File: config.mk
export PLATFORM = sky130hd
export DESIGN_NAME = burst_read_seq
export DESIGN_NICKNAME = d
export VERILOG_FILES = /design/src/rtl/brl_pkg.sv /design/src/rtl/brl_cfg.sv /design/src/rtl/brl_addr_gen.sv /design/src/rtl/brl_array.sv /design/src/rtl/burst_read_seq.sv
export SDC_FILE = /design/constraint.sdc
export NUM_CORES = 1
export LEC_CHECK = 0
export BUFFER_PORTS_ARGS = -buffer_cell sky130_fd_sc_hd__buf_2
export CORE_ASPECT_RATIO = 1.25
export CORE_MARGIN = 2
export CORE_UTILIZATION = 25
export CTS_CLUSTER_DIAMETER = 120
export DETAILED_ROUTE_END_ITERATION = 8
export SETUP_SLACK_MARGIN = 0.2
export SYNTH_ARGS = -nofsm -noshare
export SYNTH_HDL_FRONTEND = slang
export SYNTH_SLANG_ARGS = --single-unit
File: constraint.sdc
create_clock -name clk -period 6.55 [get_ports clk]
set_clock_uncertainty 0.05 [all_clocks]
set_input_delay 0.9825 -clock clk [delete_from_list [all_inputs] [get_ports clk]]
set_output_delay 0.9825 -clock clk [all_outputs]
set_load 0.02 [all_outputs]
File: src/rtl/brl_pkg.sv
package brl_pkg;

  typedef enum logic [1:0] {
    ST_IDLE = 2'd0,
    ST_WAIT = 2'd1,
    ST_DATA = 2'd2,
    ST_STAT = 2'd3
  } brl_state_e;

  typedef struct packed {
    logic [2:0] lat;
    logic       linear;
    logic [1:0] len;
    logic       fast;
  } brl_cfg_t;

  localparam logic [2:0] LAT_MIN   = 3'd2;
  localparam logic [2:0] LAT_RESET = 3'd7;
  localparam int unsigned BOUND_BITS = 7;

  // wrap mask of a linear burst: 8, 16 or 32 words
  function automatic logic [5:0] wrap_mask(input logic [1:0] code);
    case (code)
      2'b00:   return 6'd7;
      2'b01:   return 6'd15;
      default: return 6'd31;
    endcase
  endfunction

endpackage

File: src/rtl/brl_cfg.sv
module brl_cfg
  import brl_pkg::*;
(
  input  logic       clk,
  input  logic       rst_n,
  input  logic       wr,
  input  logic [2:0] lat,
  input  logic       linear,
  input  logic [1:0] len,
  input  logic       fast,
  output brl_cfg_t   cfg,
  output logic       sync_on
);

  logic [2:0] lat_ok;
  assign lat_ok = (lat < LAT_MIN) ? LAT_MIN : lat;

  always_ff @(posedge clk or negedge rst_n) begin
    if (!rst_n) begin
      cfg.lat    <= LAT_RESET;
      cfg.linear <= 1'b0;
      cfg.len    <= 2'b00;
      cfg.fast   <= 1'b0;
      sync_on    <= 1'b0;
    end else if (wr) begin
      cfg.lat    <= lat_ok;
      cfg.linear <= linear;
      cfg.len    <= len;
      cfg.fast   <= fast;
      sync_on    <= 1'b1;
    end
  end

endmodule

File: src/rtl/brl_addr_gen.sv
module brl_addr_gen
  import brl_pkg::*;
#(
  parameter int AW       = 12,
  parameter int BANK_LOG = 10
) (
  input  logic [AW-1:0]                 cur,
  input  brl_cfg_t                      cfg,
  input  logic [1:0]                    start_off,
  input  logic                          grp_pend,
  input  logic [(1<<(AW-BANK_LOG))-1:0] bank_busy,
  output logic [AW-1:0]                 nxt,
  output logic [2:0]                    penalty,
  output logic                          grp_cross,
  output logic                          busy_hit,
  output logic [((AW>BANK_LOG)?(AW-BANK_LOG):1)-1:0] nxt_bank
);

  localparam int BIW = (AW > BANK_LOG) ? (AW - BANK_LOG) : 1;

  logic [AW-1:0] mask;
  logic          bound_hit;

  assign mask = AW'(wrap_mask(cfg.len));

  always_comb begin
    if (cfg.linear) nxt = (cur & ~mask) | ((cur + AW'(1)) & mask);
    else            nxt = cur + AW'(1);
  end

  assign grp_cross = (cur[1:0] == 2'b11);
  assign bound_hit = !cfg.linear && cfg.fast &&
                     (cur[BOUND_BITS-1:0] == {BOUND_BITS{1'b1}});
  assign penalty   = ((grp_cross && grp_pend) ? {1'b0, start_off} : 3'd0)
                   + {2'b00, bound_hit};

  generate
    if (AW > BANK_LOG) begin : g_banks
      logic [BIW-1:0] cur_bank;
      assign cur_bank = cur[AW-1:BANK_LOG];
      assign nxt_bank = nxt[AW-1:BANK_LOG];
      assign busy_hit = !cfg.linear && (nxt_bank != cur_bank) &&
                        bank_busy[nxt_bank];
    end else begin : g_one_bank
      assign nxt_bank = '0;
      assign busy_hit = 1'b0;
    end
  endgenerate

endmodule

File: src/rtl/brl_array.sv
module brl_array #(
  parameter int AW = 12,
  parameter int DW = 16
) (
  input  logic          clk,
  input  logic [AW-1:0] rd_addr,
  output logic [DW-1:0] rd_word
);

  localparam logic [31:0] MULT = 32'd40503;

  logic [31:0] prod;
  assign prod = 32'(rd_addr) * MULT + 32'd1;

  always_ff @(posedge clk) begin
    rd_word <= prod[DW-1:0];
  end

endmodule

File: src/rtl/burst_read_seq.sv
module burst_read_seq
  import brl_pkg::*;
#(
  parameter int AW       = 12,
  parameter int DW       = 16,
  parameter int BANK_LOG = 10
) (
  input  logic                          clk,
  input  logic                          rst_n,
  input  logic                          ce_n,
  input  logic                          addr_vld,
  input  logic [AW-1:0]                 addr_in,
  input  logic                          cfg_wr,
  input  logic [2:0]                    cfg_lat,
  input  logic                          cfg_linear,
  input  logic [1:0]                    cfg_len,
  input  logic                          cfg_fast,
  input  logic [(1<<(AW-BANK_LOG))-1:0] bank_busy,
  output logic                          rd_valid,
  input  logic                          rd_ready,
  output logic [DW-1:0]                 rd_data,
  output logic                          rd_status
);

  localparam int BIW = (AW > BANK_LOG) ? (AW - BANK_LOG) : 1;
  localparam logic [DW-1:0] STAT_FLAG = DW'(1) << (DW - 1);

  brl_cfg_t   cfg;
  logic       sync_mode;

  brl_state_e state_q, state_d;
  logic [AW-1:0]  addr_q, addr_d;
  logic [2:0]     wcnt_q, wcnt_d;
  logic [1:0]     off_q, off_d;
  logic           pend_q, pend_d;
  logic [BIW-1:0] sbank_q, sbank_d;

  logic [AW-1:0]  nxt;
  logic [2:0]     penalty;
  logic           grp_cross;
  logic           busy_hit;
  logic [BIW-1:0] nxt_bank;
  logic [DW-1:0]  arr_word;

  brl_cfg u_cfg (
    .clk     (clk),
    .rst_n   (rst_n),
    .wr      (cfg_wr),
    .lat     (cfg_lat),
    .linear  (cfg_linear),
    .len     (cfg_len),
    .fast    (cfg_fast),
    .cfg     (cfg),
    .sync_on (sync_mode)
  );

  brl_addr_gen #(.AW(AW), .BANK_LOG(BANK_LOG)) u_agen (
    .cur       (addr_q),
    .cfg       (cfg),
    .start_off (off_q),
    .grp_pend  (pend_q),
    .bank_busy (bank_busy),
    .nxt       (nxt),
    .penalty   (penalty),
    .grp_cross (grp_cross),
    .busy_hit  (busy_hit),
    .nxt_bank  (nxt_bank)
  );

  // the array is fed the next address so its word lines up with addr_q
  brl_array #(.AW(AW), .DW(DW)) u_arr (
    .clk     (clk),
    .rd_addr (addr_d),
    .rd_word (arr_word)
  );

  always_comb begin
    state_d = state_q;
    addr_d  = addr_q;
    wcnt_d  = wcnt_q;
    off_d   = off_q;
    pend_d  = pend_q;
    sbank_d = sbank_q;
    if (ce_n) begin
      state_d = ST_IDLE;
    end else if (addr_vld && sync_mode) begin
      state_d = ST_WAIT;
      addr_d  = addr_in;
      wcnt_d  = cfg.lat - 3'd1;
      off_d   = addr_in[1:0];
      pend_d  = (addr_in[1:0] != 2'b00);
    end else begin
      case (state_q)
        ST_WAIT: begin
          if (wcnt_q == 3'd0) state_d = ST_DATA;
          else                wcnt_d  = wcnt_q - 3'd1;
        end
        ST_DATA: begin
          if (rd_ready) begin
            if (busy_hit) begin
              state_d = ST_STAT;
              sbank_d = nxt_bank;
            end else begin
              addr_d = nxt;
              if (grp_cross) pend_d = 1'b0;
              if (penalty != 3'd0) begin
                state_d = ST_WAIT;
                wcnt_d  = penalty - 3'd1;
              end
            end
          end
        end
        default: ;
      endcase
    end
  end

  always_ff @(posedge clk or negedge rst_n) begin
    if (!rst_n) begin
      state_q <= ST_IDLE;
      addr_q  <= '0;
      wcnt_q  <= '0;
      off_q   <= '0;
      pend_q  <= 1'b0;
      sbank_q <= '0;
    end else begin
      state_q <= state_d;
      addr_q  <= addr_d;
      wcnt_q  <= wcnt_d;
      off_q   <= off_d;
      pend_q  <= pend_d;
      sbank_q <= sbank_d;
    end
  end

  assign rd_valid  = (state_q == ST_DATA) || (state_q == ST_STAT);
  assign rd_status = (state_q == ST_STAT);
  assign rd_data   = rd_status ? (STAT_FLAG | DW'(sbank_q)) : arr_word;

endmodule

==> results of run 1 <==
## path summary, 6_finish.rpt
kind / startpoint / cells after the start / slack [ns] / to
min in group asynchronous: rst_n / 1 / 0.67 / addr_q[11]$_DFF_PN0_
worst max-delay path: u_cfg.cfg[3]$_DFFE_PN0P_ / 29 / 0.25 / u_arr.rd_word[14]$_DFF_P_
worst max register to register: u_cfg.cfg[3]$_DFFE_PN0P_ / 29 / 0.25 / u_arr.rd_word[14]$_DFF_P_
max in group asynchronous: rst_n / 1 / 5.33 / u_cfg.cfg[3]$_DFFE_PN0P_
worst min register to register: u_cfg.cfg[4]$_DFFE_PN1P_ / 2 / 0.45 / u_cfg.cfg[4]$_DFFE_PN1P_
worst min-delay path: u_cfg.cfg[4]$_DFFE_PN1P_ / 2 / 0.45 / u_cfg.cfg[4]$_DFFE_PN1P_
## state kept, by name (all words and copies together), names as in the netlist
| name | cells |
|---|---|
| u_arr.rd_word | 16 |
| addr_q | 12 |
| u_cfg.cfg | 7 |
| wcnt_q | 3 |
| off_q | 2 |
| sbank_q | 2 |
| state_q | 2 |
| pend_q | 1 |
| u_cfg.sync_on | 1 |
## layer usage
| layer | vias to the layer above | global-route usage |
|---|---|---|
| li1 | 1758 | - |
| met1 | 1693 | 0.141 |
| met2 | 53 | 0.209 |
| met3 | 11 | 0.0199 |
| met4 | 0 | 0.0241 |
| met5 | - | 0 |
## synthesized netlist by cell type (5+ instances only)
master,instances,share of area
sky130_fd_sc_hd__xnor2_1,19,0.036
sky130_fd_sc_hd__dfxtp_1,16,0.070
sky130_fd_sc_hd__nor2_1,36,0.030
sky130_fd_sc_hd__mux2_2,9,0.022
sky130_fd_sc_hd__clkbuf_1,10,0.0082
sky130_fd_sc_hd__nand2_1,17,0.014
sky130_fd_sc_hd__nand3_1,5,0.0055
sky130_fd_sc_hd__or2_2,5,0.0069
sky130_fd_sc_hd__dfrtp_1,27,0.15
sky130_fd_sc_hd__o21a_1,5,0.0082
sky130_fd_sc_hd__fa_1,41,0.18
sky130_fd_sc_hd__o22a_1,9,0.017
sky130_fd_sc_hd__a31oi_1,5,0.0069
sky130_fd_sc_hd__a21oi_1,23,0.025
sky130_fd_sc_hd__ha_1,58,0.16
sky130_fd_sc_hd__o21ai_0,9,0.0099
sky130_fd_sc_hd__xor2_1,7,0.013
sky130_fd_sc_hd__inv_1,92,0.076
sky130_fd_sc_hd__nor2b_1,16,0.022
## metrics by stage
step           utilization  cells  hold slack, ns
2_1_floorplan            -    479           0.404
3_3_place_gp         0.299    784           0.434
3_5_place_dp         0.299    784           0.440
4_1_cts              0.314    799           0.455
5_1_grt              0.328    805           0.475
6_report             0.328    805           0.453
## kinds of logic after synthesis
| kind of cell | count (synthesis) |
|---|---|
| buf+inv | 106 |
| xor+xnor | 28 |
| compound gates | 79 |
| simple gates | 107 |
| fa+ha+maj | 99 |
| flops | 46 |
| mux | 14 |
## cell type report
type / count / area, µm²
multi-input cells: 327 / 3360
repair buffers: 103 / 671
clock buffers: 5 / 125
well taps: 228 / 285
inverters: 93 / 352
fillers: 1858 / 12100
flip-flops and latches: 46 / 1070
clock inverters: 3 / 23.8
## worst register-to-register path, delay by kind of cell, from the launching register on
family	cells	cell delay, ns
fa+ha+maj	6	2.17
xor+xnor	2	0.42
buf+inv	6	0.31
compound gates	9	1.52
simple gates	6	1.34
flops	1	0.39
## cell usage in the layout (no fill, tap or decap), types with 3 or more instances in the layout
cell type                   instances
sky130_fd_sc_hd__and2_1             4
sky130_fd_sc_hd__mux2_2             9
sky130_fd_sc_hd__ha_2               3
sky130_fd_sc_hd__a21o_1             4
sky130_fd_sc_hd__dfrtp_1           27
sky130_fd_sc_hd__buf_2             46
sky130_fd_sc_hd__mux2i_1            4
sky130_fd_sc_hd__nand3_1            5
sky130_fd_sc_hd__nor2_2             3
sky130_fd_sc_hd__dfstp_2            3
sky130_fd_sc_hd__fa_1              40
sky130_fd_sc_hd__a31oi_1            5
sky130_fd_sc_hd__clkbuf_16          5
sky130_fd_sc_hd__nand2b_1           4
sky130_fd_sc_hd__buf_4             56
sky130_fd_sc_hd__ha_4              10
sky130_fd_sc_hd__xor2_1             7
sky130_fd_sc_hd__nand2_1           17
sky130_fd_sc_hd__nand3b_1           4
sky130_fd_sc_hd__o22ai_1            4
sky130_fd_sc_hd__or2_2              4
sky130_fd_sc_hd__and3_1             3
sky130_fd_sc_hd__xnor2_1           17
sky130_fd_sc_hd__a21oi_1           18
sky130_fd_sc_hd__inv_1             85
sky130_fd_sc_hd__a21oi_2            3
sky130_fd_sc_hd__dfxtp_1           16
sky130_fd_sc_hd__o22a_1             7
sky130_fd_sc_hd__o21ai_0            8
sky130_fd_sc_hd__o21a_1             5
sky130_fd_sc_hd__ha_1              45
sky130_fd_sc_hd__inv_2              7
sky130_fd_sc_hd__xnor2_2            3
sky130_fd_sc_hd__nor2b_1           16
sky130_fd_sc_hd__nor2_1            33
## repair_timing
item                                   CTS  global route
hold buffers                             0             0
gates cloned                             0             0
pin swaps                               16            36
setup endpoints to repair                2             5
endpoints found under the hold margin    0             0
buffers inserted                         7             6
resized for setup                       12            34
==> metrics.txt, run 1 <==
# TYPE chip_impl_metric gauge
chip_impl_info{name="run_status",value="completed"} 1
chip_impl_info{name="worst_hold_path_type",value="reg2reg"} 1
chip_impl_info{name="synth_top_family_by_area",value="adder cells"} 1
chip_impl_metric{name="die_area",unit="mm²"} 0.0193
chip_impl_metric{name="firstDrtPassIters",unit=""} 4
chip_impl_metric{name="max_slew.worst_pin.slew",unit="ns"} 0.759
chip_impl_metric{name="postSynthCellCount",unit=""} 479
chip_impl_metric{name="viasPerCell",unit=""} 4.37
chip_impl_metric{name="finalWeightedCongestion",unit=""} 0.819
chip_impl_metric{name="placed_cell_area",unit="mm²"} 0.00538
chip_impl_info{name="top_signal_layer_used",value="met4"} 1
chip_impl_metric{name="pin_count",unit=""} 47
chip_impl_metric{name="cts_num_sinks",unit=""} 46
chip_impl_metric{name="nNetsFinal",unit=""} 704
chip_impl_metric{name="pre_cts_slack",unit="ns"} -0.139
chip_impl_metric{name="clock_tree.htree_level_count",unit=""} 2
chip_impl_info{name="unrepaired_setup_endpoints_after_global_routing",value="true"} 1
chip_impl_metric{name="global_route.usage.total",unit=""} 0.114
chip_impl_metric{name="wl_per_cell",unit="µm"} 13.2
chip_impl_info{name="criticalPathCategory",value="reg2reg"} 1
chip_impl_metric{name="io_buffer_count",unit=""} 46
chip_impl_metric{name="start_util",unit=""} 0.254
chip_impl_metric{name="setup-tns-final",unit="ns"} 0
chip_impl_metric{name="finalInstanceArea",unit="mm²"} 0.00589
chip_impl_metric{name="max_freq",unit="GHz"} 0.159
chip_impl_metric{name="post_route_cells_drive_above_1_share",unit=""} 0.312
chip_impl_metric{name="final_setup_slack_of_the_worst_path",unit="ns"} 0.249
chip_impl_metric{name="seq_area_frac_synth",unit=""} 0.236
chip_impl_metric{name="synth-warning-count",unit=""} 0
chip_impl_metric{name="first_iter_violations",unit=""} 154
chip_impl_metric{name="finalWirelength",unit="µm"} 10700
chip_impl_metric{name="syn2layout_area_growth",unit="%"} 29.1
chip_impl_info{name="cts_tree",value="done"} 1
chip_impl_metric{name="finalCritPeriodShare",unit=""} 0.962
chip_impl_metric{name="antenna_found_initial",unit=""} 0
chip_impl_info{name="dominantRegCellSynth",value="sky130_fd_sc_hd__dfrtp_1"} 1
chip_impl_metric{name="met2WireLength",unit="µm"} 5530
chip_impl_metric{name="minimum_clock_period_after_layout",unit="ns"} 6.30
chip_impl_metric{name="drv.max_cap_violation_count",unit=""} 0
chip_impl_metric{name="cp_slowest_stage_delay",unit="ns"} 0.52
chip_impl_metric{name="route.detailed.drc",unit=""} 0
chip_impl_metric{name="slew_violations",unit=""} 0
chip_impl_metric{name="dp_hpwl",unit="µm"} 8780
chip_impl_metric{name="critPathBufInv",unit=""} 6
chip_impl_metric{name="postSynthAreaPerCell",unit="µm²"} 9.52
chip_impl_metric{name="maximum_number_of_pins_on_one_net_before_global_route_repair",unit=""} 31
chip_impl_metric{name="mux_share_of_post_synthesis_cell_area",unit=""} 0.0335
chip_impl_metric{name="timing.critical_path.required",unit="ns"} 6.68
chip_impl_metric{name="max-slew-margin-rel",unit=""} 0.494
chip_impl_info{name="crit_path_end_kind",value="flip-flop"} 1
chip_impl_metric{name="drtAntennaViolNets",unit=""} 0
chip_impl_metric{name="route.met3.wl",unit="µm"} 347
chip_impl_metric{name="yosysUniqueCellTypes",unit=""} 60
chip_impl_info{name="critical_path.startpoint_type",value="flip-flop"} 1
chip_impl_metric{name="synth_adder_area_share",unit=""} 0.339
chip_impl_info{name="cpMostUsedCell",value="sky130_fd_sc_hd__inv_2"} 1
chip_impl_metric{name="worst-path-max-fanout",unit=""} 5
chip_impl_metric{name="fp.dieW",unit="µm"} 125
chip_impl_metric{name="wp_data_arrival",unit="ns"} 6.43
chip_impl_metric{name="die_height",unit="µm"} 155
chip_impl_metric{name="netlist_area",unit="mm²"} 0.00456
chip_impl_info{name="crit_path_max_delay_cell_type",value="sky130_fd_sc_hd__fa_1"} 1
chip_impl_metric{name="clock_latency",unit="ns"} 0.29
chip_impl_metric{name="post_synthesis_compound_gate_area_fraction",unit=""} 0.119
chip_impl_metric{name="synth_enable_flop_cells",unit=""} 0
chip_impl_metric{name="report.final.setup_viol",unit=""} 0
chip_impl_metric{name="synth-async-reset-ratio",unit=""} 0.652
chip_impl_metric{name="clk_path_buf_depth",unit=""} 2
chip_impl_metric{name="insertedDiodeCount",unit=""} 0
chip_impl_metric{name="worst_setup_hold_path_clk_slew",unit="ns"} 0.07
chip_impl_metric{name="cts_made_buffers",unit=""} 5
chip_impl_metric{name="drt-met1-wl",unit="µm"} 4600
chip_impl_metric{name="fp.coreArea",unit="mm²"} 0.0180
chip_impl_metric{name="rows",unit=""} 55
chip_impl_info{name="critical-path-top-delay-family",value="adder cells"} 1
chip_impl_metric{name="synth_xor_xnor_area_share",unit=""} 0.0571
chip_impl_metric{name="global_route_wire_length_before_repair",unit="µm"} 17900
chip_impl_metric{name="via_count",unit=""} 3515
chip_impl_metric{name="grt_pass1_vias",unit=""} 3654
chip_impl_metric{name="syn_nets",unit=""} 607
chip_impl_metric{name="timing_hold_violations_final",unit=""} 0
chip_impl_metric{name="ys_ff_latch",unit=""} 46
chip_impl_info{name="clk_root_buffer_cell",value="sky130_fd_sc_hd__clkbuf_16"} 1
chip_impl_metric{name="overflow",unit=""} 0
chip_impl_metric{name="synth_simple_gate_area_frac",unit=""} 0.126
Power of run 1 is left out: the tool's default activity adds up to more than one toggle a clock period on the data nets, which glitch-free logic cannot reach.
==> inputs of run 2 (changes only) <==
- ABC_AREA: default -> 1
- GPL_ROUTABILITY_DRIVEN: default -> 0
==> run 2 against run 1 <==
Net effect:
- synthesized cell count grew 18%
- sequential share of layout area grew 0.61 points
- worst setup slack gained 0.28 ns
- critical endpoint is now u_arr.rd_word[15]$_DFF_P_
==> metrics.txt, run 2 <==
# TYPE chip_impl_metric gauge
chip_impl_info{name="synthDominantAreaCellType",value="sky130_fd_sc_hd__fa_1"} 1
chip_impl_metric{name="overflow",unit=""} 0
chip_impl_metric{name="postSynthAreaPerCell",unit="µm²"} 8.37
chip_impl_metric{name="drv.max_cap_violation_count",unit=""} 0
chip_impl_metric{name="yosysUniqueCellTypes",unit=""} 39
chip_impl_info{name="holdPathEnd",value="u_cfg.sync_on$_DFFE_PN0P_"} 1
chip_impl_info{name="layout.cells.most_common_list",value="143 x sky130_fd_sc_hd__inv_1, 62 x sky130_fd_sc_hd__nand2_1, 52 x sky130_fd_sc_hd__ha_1"} 1
chip_impl_metric{name="layout.area.seq",unit="mm²"} 0.00108
chip_impl_metric{name="io_buffer_count",unit=""} 46
chip_impl_metric{name="synth_simple_gate_area_frac",unit=""} 0.175
chip_impl_info{name="unrepaired_setup_endpoints_after_global_routing",value="false"} 1
chip_impl_metric{name="first_iter_violations",unit=""} 157
chip_impl_metric{name="global_route.usage.total",unit=""} 0.121
chip_impl_metric{name="max-slew-margin-rel",unit=""} 0.499
chip_impl_metric{name="syn_nets",unit=""} 691
chip_impl_metric{name="setup-tns-final",unit="ns"} 0
chip_impl_metric{name="report.final.setup_viol",unit=""} 0
chip_impl_metric{name="finish.utilization",unit=""} 0.307
chip_impl_metric{name="die_area",unit="mm²"} 0.0200
chip_impl_metric{name="post_synthesis_compound_gate_area_fraction",unit=""} 0.0959
chip_impl_metric{name="antenna_found_initial",unit=""} 0
chip_impl_metric{name="worst-r2r-setup-slack",unit="ns"} 0.53
chip_impl_metric{name="nFillCells",unit=""} 1992
chip_impl_metric{name="synth_xor_xnor_area_share",unit=""} 0.0483
chip_impl_metric{name="ys_ff_latch",unit=""} 46
chip_impl_metric{name="worst-path-max-fanout",unit=""} 5
chip_impl_metric{name="cp_slowest_stage_delay",unit="ns"} 0.54
chip_impl_metric{name="pin_count",unit=""} 47
chip_impl_info{name="r2r-end",value="u_arr.rd_word[15]$_DFF_P_"} 1
chip_impl_metric{name="start_util",unit=""} 0.253
chip_impl_metric{name="seq_area_frac_synth",unit=""} 0.228
chip_impl_info{name="synth_top_cells_by_count",value="146 x sky130_fd_sc_hd__inv_1, 64 x sky130_fd_sc_hd__nand2_1, 58 x sky130_fd_sc_hd__ha_1"} 1
chip_impl_metric{name="rows",unit=""} 56
chip_impl_metric{name="postSynthCellCount",unit=""} 563
chip_impl_metric{name="fin_hold_ws",unit="ns"} 0.427
chip_impl_info{name="biggestRegsByFlops",value="u_arr.rd_word (16), addr_q (12), u_cfg.cfg (7)"} 1
chip_impl_info{name="worst_hold_startpoint",value="u_cfg.sync_on$_DFFE_PN0P_"} 1
chip_impl_metric{name="wl_per_cell",unit="µm"} 13.0
chip_impl_metric{name="viasPerCell",unit=""} 4.27
chip_impl_metric{name="finalCritPeriodShare",unit=""} 0.920
chip_impl_info{name="dominantRegCellSynth",value="sky130_fd_sc_hd__dfrtp_1"} 1
chip_impl_metric{name="drtAntennaViolNets",unit=""} 0
chip_impl_metric{name="die_height",unit="µm"} 157
chip_impl_metric{name="timing.hold.worst_path_depth",unit=""} 1
chip_impl_info{name="ys_top_cells_by_area",value="sky130_fd_sc_hd__fa_1 17%, sky130_fd_sc_hd__ha_1 15%, sky130_fd_sc_hd__dfrtp_1 14%"} 1
chip_impl_metric{name="multi_input_comb_area",unit="mm²"} 0.00319
chip_impl_info{name="crit_path_max_delay_cell_type",value="sky130_fd_sc_hd__fa_1"} 1
chip_impl_info{name="clk_root_buffer_cell",value="sky130_fd_sc_hd__clkbuf_16"} 1
chip_impl_metric{name="minimum_clock_period_after_layout",unit="ns"} 6.02
chip_impl_metric{name="wp_data_arrival",unit="ns"} 6.16
chip_impl_metric{name="worst_setup_hold_path_clk_slew",unit="ns"} 0.07
chip_impl_metric{name="grt_pass1_vias",unit=""} 3892
chip_impl_metric{name="mux_share_of_post_synthesis_cell_area",unit=""} 0
chip_impl_metric{name="post_route_cells_drive_above_1_share",unit=""} 0.233
chip_impl_info{name="largest_register",value="u_arr.rd_word"} 1
chip_impl_metric{name="insertedDiodeCount",unit=""} 0
chip_impl_metric{name="syn2layout_area_growth",unit="%"} 21.6
chip_impl_info{name="run_status",value="completed"} 1
chip_impl_info{name="worst_hold_path_type",value="reg2reg"} 1
chip_impl_metric{name="route.detailed.drc",unit=""} 0
chip_impl_metric{name="cts_num_sinks",unit=""} 46
chip_impl_metric{name="synth_adder_area_share",unit=""} 0.328
chip_impl_metric{name="cts_made_buffers",unit=""} 5
chip_impl_metric{name="fp.dieW",unit="µm"} 127
chip_impl_metric{name="netlist_area",unit="mm²"} 0.00471
chip_impl_metric{name="fp.coreArea",unit="mm²"} 0.0186
chip_impl_metric{name="synth-warning-count",unit=""} 0
chip_impl_metric{name="max_freq",unit="GHz"} 0.166
chip_impl_metric{name="timing_hold_violations_final",unit=""} 0
chip_impl_metric{name="synth-async-reset-ratio",unit=""} 0.652
chip_impl_metric{name="slew_violations",unit=""} 0
chip_impl_info{name="synth_top_family_by_area",value="adder cells"} 1
chip_impl_info{name="cts_tree",value="done"} 1
chip_impl_metric{name="clock_latency",unit="ns"} 0.30
chip_impl_metric{name="firstDrtPassIters",unit=""} 4
chip_impl_metric{name="via_count",unit=""} 3701
chip_impl_metric{name="clock_tree.htree_level_count",unit=""} 2
chip_impl_metric{name="maximum_number_of_pins_on_one_net_before_global_route_repair",unit=""} 31
chip_impl_info{name="crit_path_end_kind",value="flip-flop"} 1
chip_impl_metric{name="clk_path_buf_depth",unit=""} 2
chip_impl_info{name="critical_path.startpoint_type",value="flip-flop"} 1
chip_impl_metric{name="post_cts_hold_buffer_count",unit=""} 0
chip_impl_info{name="criticalPathCategory",value="reg2reg"} 1
chip_impl_metric{name="finalWirelength",unit="µm"} 11300
chip_impl_metric{name="largest_register_ff_count",unit=""} 16
chip_impl_metric{name="nNetsFinal",unit=""} 762
chip_impl_metric{name="dp_hpwl",unit="µm"} 9430
chip_impl_info{name="most_frequent_standard_cell_in_the_layout_excluding_fill_and_tap_cells",value="sky130_fd_sc_hd__inv_1"} 1
chip_impl_metric{name="max_slew.worst_pin.slew",unit="ns"} 0.752
chip_impl_info{name="crit-reg2reg-launch",value="addr_q[0]$_DFF_PN0_"} 1
chip_impl_metric{name="r2r.worst_path.cells",unit=""} 34
chip_impl_metric{name="timing.critical_path.required",unit="ns"} 6.69
chip_impl_metric{name="synth_enable_flop_cells",unit=""} 0
chip_impl_metric{name="netlist.area_leader.share",unit=""} 0.174
chip_impl_metric{name="global_route_wire_length_before_repair",unit="µm"} 19000
chip_impl_info{name="post-synth-top-count-cell",value="sky130_fd_sc_hd__inv_1"} 1
-- run 2: how the worst max path moves through the flow --
stage / start / endpoint / slack, ns / cells after the start
detailed placement: bank_busy[2] / u_arr.rd_word[15]$_DFF_P_ / 0.10 / 31
CTS: addr_q[0]$_DFF_PN0_ / u_arr.rd_word[15]$_DFF_P_ / 0.23 / 34
finish: addr_q[0]$_DFF_PN0_ / u_arr.rd_word[15]$_DFF_P_ / 0.53 / 34
global placement: addr_vld / u_arr.rd_word[15]$_DFF_P_ / 0.13 / 27
global route: addr_q[0]$_DFF_PN0_ / u_arr.rd_word[15]$_DFF_P_ / 0.13 / 34
floorplan: bank_busy[2] / u_arr.rd_word[13]$_DFF_P_ / 0.74 / 33
-- run 2: logic make-up after synthesis --
family,count (synthesis)
simple gates,158
buf+inv,156
fa+ha+maj,99
compound gates,78
flops,46
xor+xnor,26
-- run 2: timing repair --
item / 4_1_cts / 5_1_grt
buffers inserted: 0 / 13
pin swaps: 0 / 14
resized for setup: 3 / 32
endpoints found under the setup margin: 1 / 4
-- run 2: worst max-delay path, delay by kind of cell (launching register included) --
family | cells | cell delay, ns
compound gates | 3 | 0.55
flops | 1 | 0.42
fa+ha+maj | 7 | 2.86
simple gates | 16 | 1.35
buf+inv | 7 | 0.43
xor+xnor | 1 | 0.22
-- run 2: area by class of cell --
| type | instances | share of cell area |
|---|---|---|
| Clock inverter | 2 | 0.0105 |
| Timing Repair Buffer | 69 | 0.0703 |
| Clock buffer | 6 | 0.0242 |
| Inverter | 151 | 0.0989 |
| Multi-Input combinational cell | 361 | 0.557 |
| Tap cell | 232 | 0.0507 |
| Sequential cell | 46 | 0.189 |
-- run 2: routing by layer --
layer	routed length [µm]	up-vias	global-route usage
met4	208	0	0.0351
met2	5910	53	0.223
met5	0	-	0
met1	4760	1758	0.141
li1	-	1877	-
met3	392	13	0.0241
-- run 2: through the flow --
| stage | std cells | setup WS, ns | cell area (µm²) |
|---|---|---|---|
| finish | 867 | 0.526 | 5730 |
| global route | 867 | 0.130 | 5730 |
| CTS | 854 | 0.226 | 5490 |
| detailed placement | 846 | 0.101 | 5290 |
| global placement | 846 | 0.130 | 5290 |
| floorplan | 563 | 0.742 | 4710 |
Power of run 2 is left out for the same reason.
